[config.mk]
export PLATFORM = sky130hd
export DESIGN_NAME = idle_automute
export DESIGN_NICKNAME = d
export VERILOG_FILES = /design/src/rtl/idle_mute_pkg.sv /design/src/rtl/flat_word_detect.sv /design/src/rtl/idle_run_counter.sv /design/src/rtl/mute_gate.sv /design/src/rtl/idle_automute.sv
export SDC_FILE = /design/constraint.sdc
export NUM_CORES = 1
export LEC_CHECK = 0
export BUFFER_PORTS_ARGS = -buffer_cell sky130_fd_sc_hd__buf_2
export CORE_ASPECT_RATIO = 0.75
export CORE_UTILIZATION = 43
export DETAILED_ROUTE_END_ITERATION = 6
export GPL_ROUTABILITY_DRIVEN = 0
export HOLD_SLACK_MARGIN = 0.06
export PLACE_DENSITY = 0.84
export SLEW_MARGIN = 20
export SYNTH_ARGS = -nofsm -noshare
export SYNTH_HDL_FRONTEND = slang
export SYNTH_HIERARCHICAL = 1
export SYNTH_SLANG_ARGS = --single-unit
[constraint.sdc]
create_clock -name clk -period 2.6 [get_ports clk]
set_clock_uncertainty 0.1 [all_clocks]
set_input_delay 0.65 -clock clk [delete_from_list [all_inputs] [get_ports clk]]
set_output_delay 0.65 -clock clk [all_outputs]
set_load 0.1 [all_outputs]
[src/rtl/idle_mute_pkg.sv]
// Package: shared types for the idle auto-mute detector.
// Assumes: nothing beyond IEEE 1800-2017.
package idle_mute_pkg;
    // Classification of one received frame.
    typedef enum logic {
        FRAME_ACTIVE = 1'b0,
        FRAME_QUIET  = 1'b1
    } frame_kind_e;

    // Default sample width and idle threshold in frames.
    localparam int DEF_SAMPLE_W    = 20;
    localparam int DEF_IDLE_FRAMES = 8192;
    localparam int NUM_CH          = 2;
endpackage

[src/rtl/flat_word_detect.sv]
// Module: flat_word_detect
// Flags a sample word whose bits are all one or all zero.
// Assumes: purely combinational; the caller qualifies it with its strobe.
module flat_word_detect #(
    parameter int SAMPLE_W = 20
) (
    input  logic [SAMPLE_W-1:0] word,
    output logic                flat
);
    // Flat when every bit is set or no bit is set.
    always_comb begin
        flat = (&word) | ~(|word);
    end
endmodule

[src/rtl/idle_run_counter.sv]
// Module: idle_run_counter
// Counts consecutive quiet frames, saturating at IDLE_FRAMES.
// Assumes: frame_stb is high for one cycle per frame; rst_n is synchronous.
module idle_run_counter
    import idle_mute_pkg::*;
#(
    parameter int IDLE_FRAMES = 8192
) (
    input  logic        clk,
    input  logic        rst_n,
    input  logic        frame_stb,
    input  frame_kind_e frame_kind,
    output logic        full_next,
    output logic        full_now
);
    localparam int             CNT_W = $clog2(IDLE_FRAMES + 1);
    localparam logic [CNT_W-1:0] LIMIT = CNT_W'(IDLE_FRAMES);

    logic [CNT_W-1:0] cnt_q;
    logic [CNT_W-1:0] cnt_d;

    // Next count: hold without a strobe, restart on activity, saturate when quiet.
    always_comb begin
        cnt_d = cnt_q;
        if (frame_stb) begin
            if (frame_kind == FRAME_QUIET) begin
                cnt_d = (cnt_q == LIMIT) ? LIMIT : cnt_q + 1'b1;
            end else begin
                cnt_d = '0;
            end
        end
    end

    // Count register with synchronous reset.
    always_ff @(posedge clk) begin
        if (!rst_n) cnt_q <= '0;
        else        cnt_q <= cnt_d;
    end

    // Threshold flags for the current and the next count.
    always_comb begin
        full_next = (cnt_d == LIMIT);
        full_now  = (cnt_q == LIMIT);
    end

    assert_count_bounded_R4: assert property (@(posedge clk) disable iff (!rst_n)
        cnt_q <= LIMIT);
    assert_restart_on_activity_R3: assert property (@(posedge clk) disable iff (!rst_n)
        (frame_stb && frame_kind == FRAME_ACTIVE) |=> (cnt_q == '0));
    assert_hold_without_strobe_R6: assert property (@(posedge clk) disable iff (!rst_n)
        !frame_stb |=> $stable(cnt_q));
    assert_stay_full_R4: assert property (@(posedge clk) disable iff (!rst_n)
        (full_now && frame_stb && frame_kind == FRAME_QUIET) |=> full_now);
endmodule

[src/rtl/mute_gate.sv]
// Module: mute_gate
// Registers the mute flag from the threshold flag and the active-low enable.
// Assumes: full_next is the threshold state the counter will hold after this edge.
module mute_gate (
    input  logic clk,
    input  logic rst_n,
    input  logic en_n,
    input  logic full_next,
    input  logic full_now,
    output logic mute
);
    logic mute_q;

    // Mute follows the threshold only while the enable is low.
    always_ff @(posedge clk) begin
        if (!rst_n) mute_q <= 1'b0;
        else        mute_q <= !en_n && full_next;
    end

    assign mute = mute_q;

    assert_mute_needs_full_R2: assert property (@(posedge clk) disable iff (!rst_n)
        mute |-> full_now);
    assert_disable_clears_R5: assert property (@(posedge clk) disable iff (!rst_n)
        en_n |=> !mute);
endmodule

[src/rtl/idle_automute.sv]
// Module: idle_automute (top)
// Detects an idle stereo input (flat words over IDLE_FRAMES consecutive frames)
// and raises mute while the active-low enable is asserted.
// Assumes: one frame per frame_stb pulse; synchronous active-low reset.
module idle_automute
    import idle_mute_pkg::*;
#(
    parameter int SAMPLE_W    = DEF_SAMPLE_W,
    parameter int IDLE_FRAMES = DEF_IDLE_FRAMES
) (
    input  logic                clk,
    input  logic                rst_n,
    input  logic                frame_stb,
    input  logic [SAMPLE_W-1:0] left_word,
    input  logic [SAMPLE_W-1:0] right_word,
    input  logic                mute_en_n,
    output logic                mute
);
    logic [SAMPLE_W-1:0] ch_word [NUM_CH];
    logic [NUM_CH-1:0]   ch_flat;
    frame_kind_e         frame_kind;
    logic                full_next;
    logic                full_now;

    // Gather both channel words into one array.
    always_comb begin
        ch_word[0] = left_word;
        ch_word[1] = right_word;
    end

    for (genvar c = 0; c < NUM_CH; c++) begin : g_ch
        flat_word_detect #(.SAMPLE_W(SAMPLE_W)) u_flat (
            .word (ch_word[c]),
            .flat (ch_flat[c])
        );
    end

    // A frame is quiet only when every channel word is flat.
    always_comb begin
        frame_kind = (&ch_flat) ? FRAME_QUIET : FRAME_ACTIVE;
    end

    idle_run_counter #(.IDLE_FRAMES(IDLE_FRAMES)) u_cnt (
        .clk        (clk),
        .rst_n      (rst_n),
        .frame_stb  (frame_stb),
        .frame_kind (frame_kind),
        .full_next  (full_next),
        .full_now   (full_now)
    );

    mute_gate u_gate (
        .clk       (clk),
        .rst_n     (rst_n),
        .en_n      (mute_en_n),
        .full_next (full_next),
        .full_now  (full_now),
        .mute      (mute)
    );

    assert_activity_unmutes_R3: assert property (@(posedge clk) disable iff (!rst_n)
        (frame_stb && !((&left_word | ~(|left_word)) && (&right_word | ~(|right_word))))
        |=> !mute);
    assert_reenable_mutes_R5: assert property (@(posedge clk) disable iff (!rst_n)
        (full_now && !frame_stb && !mute_en_n) |=> mute);
endmodule

==> flow_metrics.env <==
export IMPL_outcome="completed"
export IMPL_antennaDiodeCount=0
export IMPL_drv_slew=0
export IMPL_cts_root_buf="clkbuf_4"
export IMPL_drive_gt1_share_pct=35.11
export IMPL_ant_nets=0
export IMPL_antenna_found_initial=0
export IMPL_final_cell_count_no_fill=222
export IMPL_hold_buffers=0
export IMPL_rows=15
export IMPL_setup_viol=0
export IMPL_max_slew_margin_rel_pct=67.61
export IMPL_critPathRequiredTime_ps=2690
export IMPL_coreArea_mm2=0.002384
export IMPL_die_w_um=60.96
export IMPL_grt_use_total_pct=26.61
export IMPL_nFillCells=211
export IMPL_firstDrtPassIters=5
export IMPL_dieArea_mm2=0.002818
export IMPL_path_class="in2reg"
export IMPL_finalCritPeriodShare_pct=95.74
export IMPL_hold_violations=0
export IMPL_crit_path_start_kind="input port"
export IMPL_syn2layout_area_growth_pct=31.03
export IMPL_cts_max_level=1
export IMPL_dieHeight_um=46.22
export IMPL_netlist_instances=144
export IMPL_vias=1335
export IMPL_p_leak_nw=0.5548
export IMPL_max_cap_viol_count=0
export IMPL_worst_path_dominant_cell_family="simple AND/OR/NAND/NOR gates"
export IMPL_clk_pin_slew_ps=90
export IMPL_crit_path_max_incr_delay_ps=280
export IMPL_drc=0
export IMPL_netlist_area_mm2=0.001121
export IMPL_dp_cells=218
export IMPL_ir_drop_mv=0.2370
export IMPL_via_per_inst=6.014
export IMPL_max_freq_mhz=401.7
export IMPL_avgRoutedWirePerCell_um=15.55
export IMPL_worstPathCellList="buf_2 -> nor4_4 -> nand3_1 -> a2bb2o_2 -> and2_4 -> inv_1 -> a41o_1 -> and2_4 -> o22ai_4 -> a21oi_2 -> and4_1 -> and3b_1"
export IMPL_post_cts_buffers=0
export IMPL_grt_start_max_net_pins=13
export IMPL_path_common_cell="and2_4"
export IMPL_grt_pass1_wl_um=5526
export IMPL_syn_num_nets=190
export IMPL_final_util_pct=61.63
export IMPL_crit_slowest_cell="nor4_4"
export IMPL_worstPathArrival_ps=2580
export IMPL_io_pin_count=45
export IMPL_grt_pass1_vias=1266
export IMPL_setup_tns_final_ps=0
export IMPL_powerDensity_mw_per_mm2=293.6
export IMPL_hold_path_class="reg2reg"
export IMPL_clockBufferDepth=2
export IMPL_place_area_mm2=0.001371
export IMPL_crit_path_end_kind="register"
export IMPL_clock_latency_ps=290
export IMPL_worstMarginPinSlew_ps=489.2
export IMPL_dr_first_iter_drc_count=101
export IMPL_floorplan_initialDensity_pct=47.03
export IMPL_numCtsBuffers=3
export IMPL_cts_tree="yes"
export IMPL_numClockSinks=15
export IMPL_synth_warnings=6
export IMPL_portBuffers=44
export IMPL_rsz0062_at_grt="false"
export IMPL_stdcell_area_mm2=0.001469
export IMPL_fin_crit_ps=2489
export IMPL_synth_area_per_cell_um2=7.785
export IMPL_dp_hpwl_um=2506
export IMPL_drt_wl_total_um=3451
export IMPL_overflow=0
export IMPL_timing_hold_ws_ps=506.5
export IMPL_nets=235
export IMPL_crit_fanout=4
export IMPL_critical_path_buf_inv_count=2
[final cells by class]
| type | count | area [µm²] | share of cell area [%] |
|---|---|---|---|
| inverter | 5 | 18.77 | 1.278 |
| tap | 34 | 42.54 | 2.896 |
| sequential | 15 | 300.3 | 20.44 |
| timing repair buffer | 47 | 242.7 | 16.52 |
| multi-input combinational | 117 | 838.3 | 57.07 |
| clock buffer | 4 | 26.28 | 1.789 |
[stage by stage]
stage                     power, mW  setup WS [ps]
after global routing         0.4503          21.72
after floorplan              0.2480          66.25
after global placement       0.2886         -114.4
final                        0.4313          110.8
after CTS                    0.4246          18.42
after detailed placement     0.2923         -325.3
[path summary, 6_finish.rpt]
check	startpoint	to	slack, ps	cells past startpoint
setup / recovery	right_word[16]	u_gate/mute$_SDFF_PN0_	110	12
hold / removal	u_cnt/cnt_q[11]$_SDFF_PN0_	u_cnt/cnt_q[11]$_SDFF_PN0_	510	2
setup reg to reg	u_cnt/cnt_q[6]$_SDFF_PN0_	u_gate/mute$_SDFF_PN0_	250	7
hold reg to reg	u_cnt/cnt_q[11]$_SDFF_PN0_	u_cnt/cnt_q[11]$_SDFF_PN0_	510	2
[flip-flops by register name (all words and copies together) (netlist names)]
name	cells
u_cnt/cnt_q	14
u_gate/mute	1
[tightest hold or removal path: cells and delay by family, from the launching register on]
kind	cells	cell delay, ps
flops	1	370
xor+xnor	1	90
simple gates	1	110
[timing repair]
| item | in CTS | in global routing |
|---|---|---|
| pin swaps | 0 | 6 |
| setup endpoints to repair | 1 | 3 |
| gates resized for setup | 2 | 10 |
[power breakdown]
group	switching (mW)	leakage, nW	internal (mW)	total, mW
Clock	0.0748	0.0150	0.0596	0.134
Combinational	0.0340	0.419	0.0334	0.0674
Sequential	0.000000000000175	0.121	0.229	0.229
[layout by cell type (no fill, tap or decap), drive strengths merged, types with 2 or more instances in the layout]
cell / instances
buf: 47
nor2: 16
nand4: 15
dfxtp: 15
nand2: 13
nor4: 12
xor2: 7
nand3: 6
inv: 5
xnor2: 5
and4: 4
clkbuf: 4
and2: 4
nor3: 3
nor2b: 3
o22ai: 3
and3: 3
a2bb2o: 2
nor3b: 2
ha: 2
o21ai: 2
[layer usage]
layer | vias up | part of all wire, % | global-route usage [%]
met3 | 18 | 8.1 | 8.146
met1 | 609 | 40 | 32.55
met2 | 77 | 49 | 45.71
met5 | - | 0 | 0
li1 | 631 | - | -
met4 | 0 | 3.4 | 6.818
Note: power is estimated with default switching activity, not from simulation.
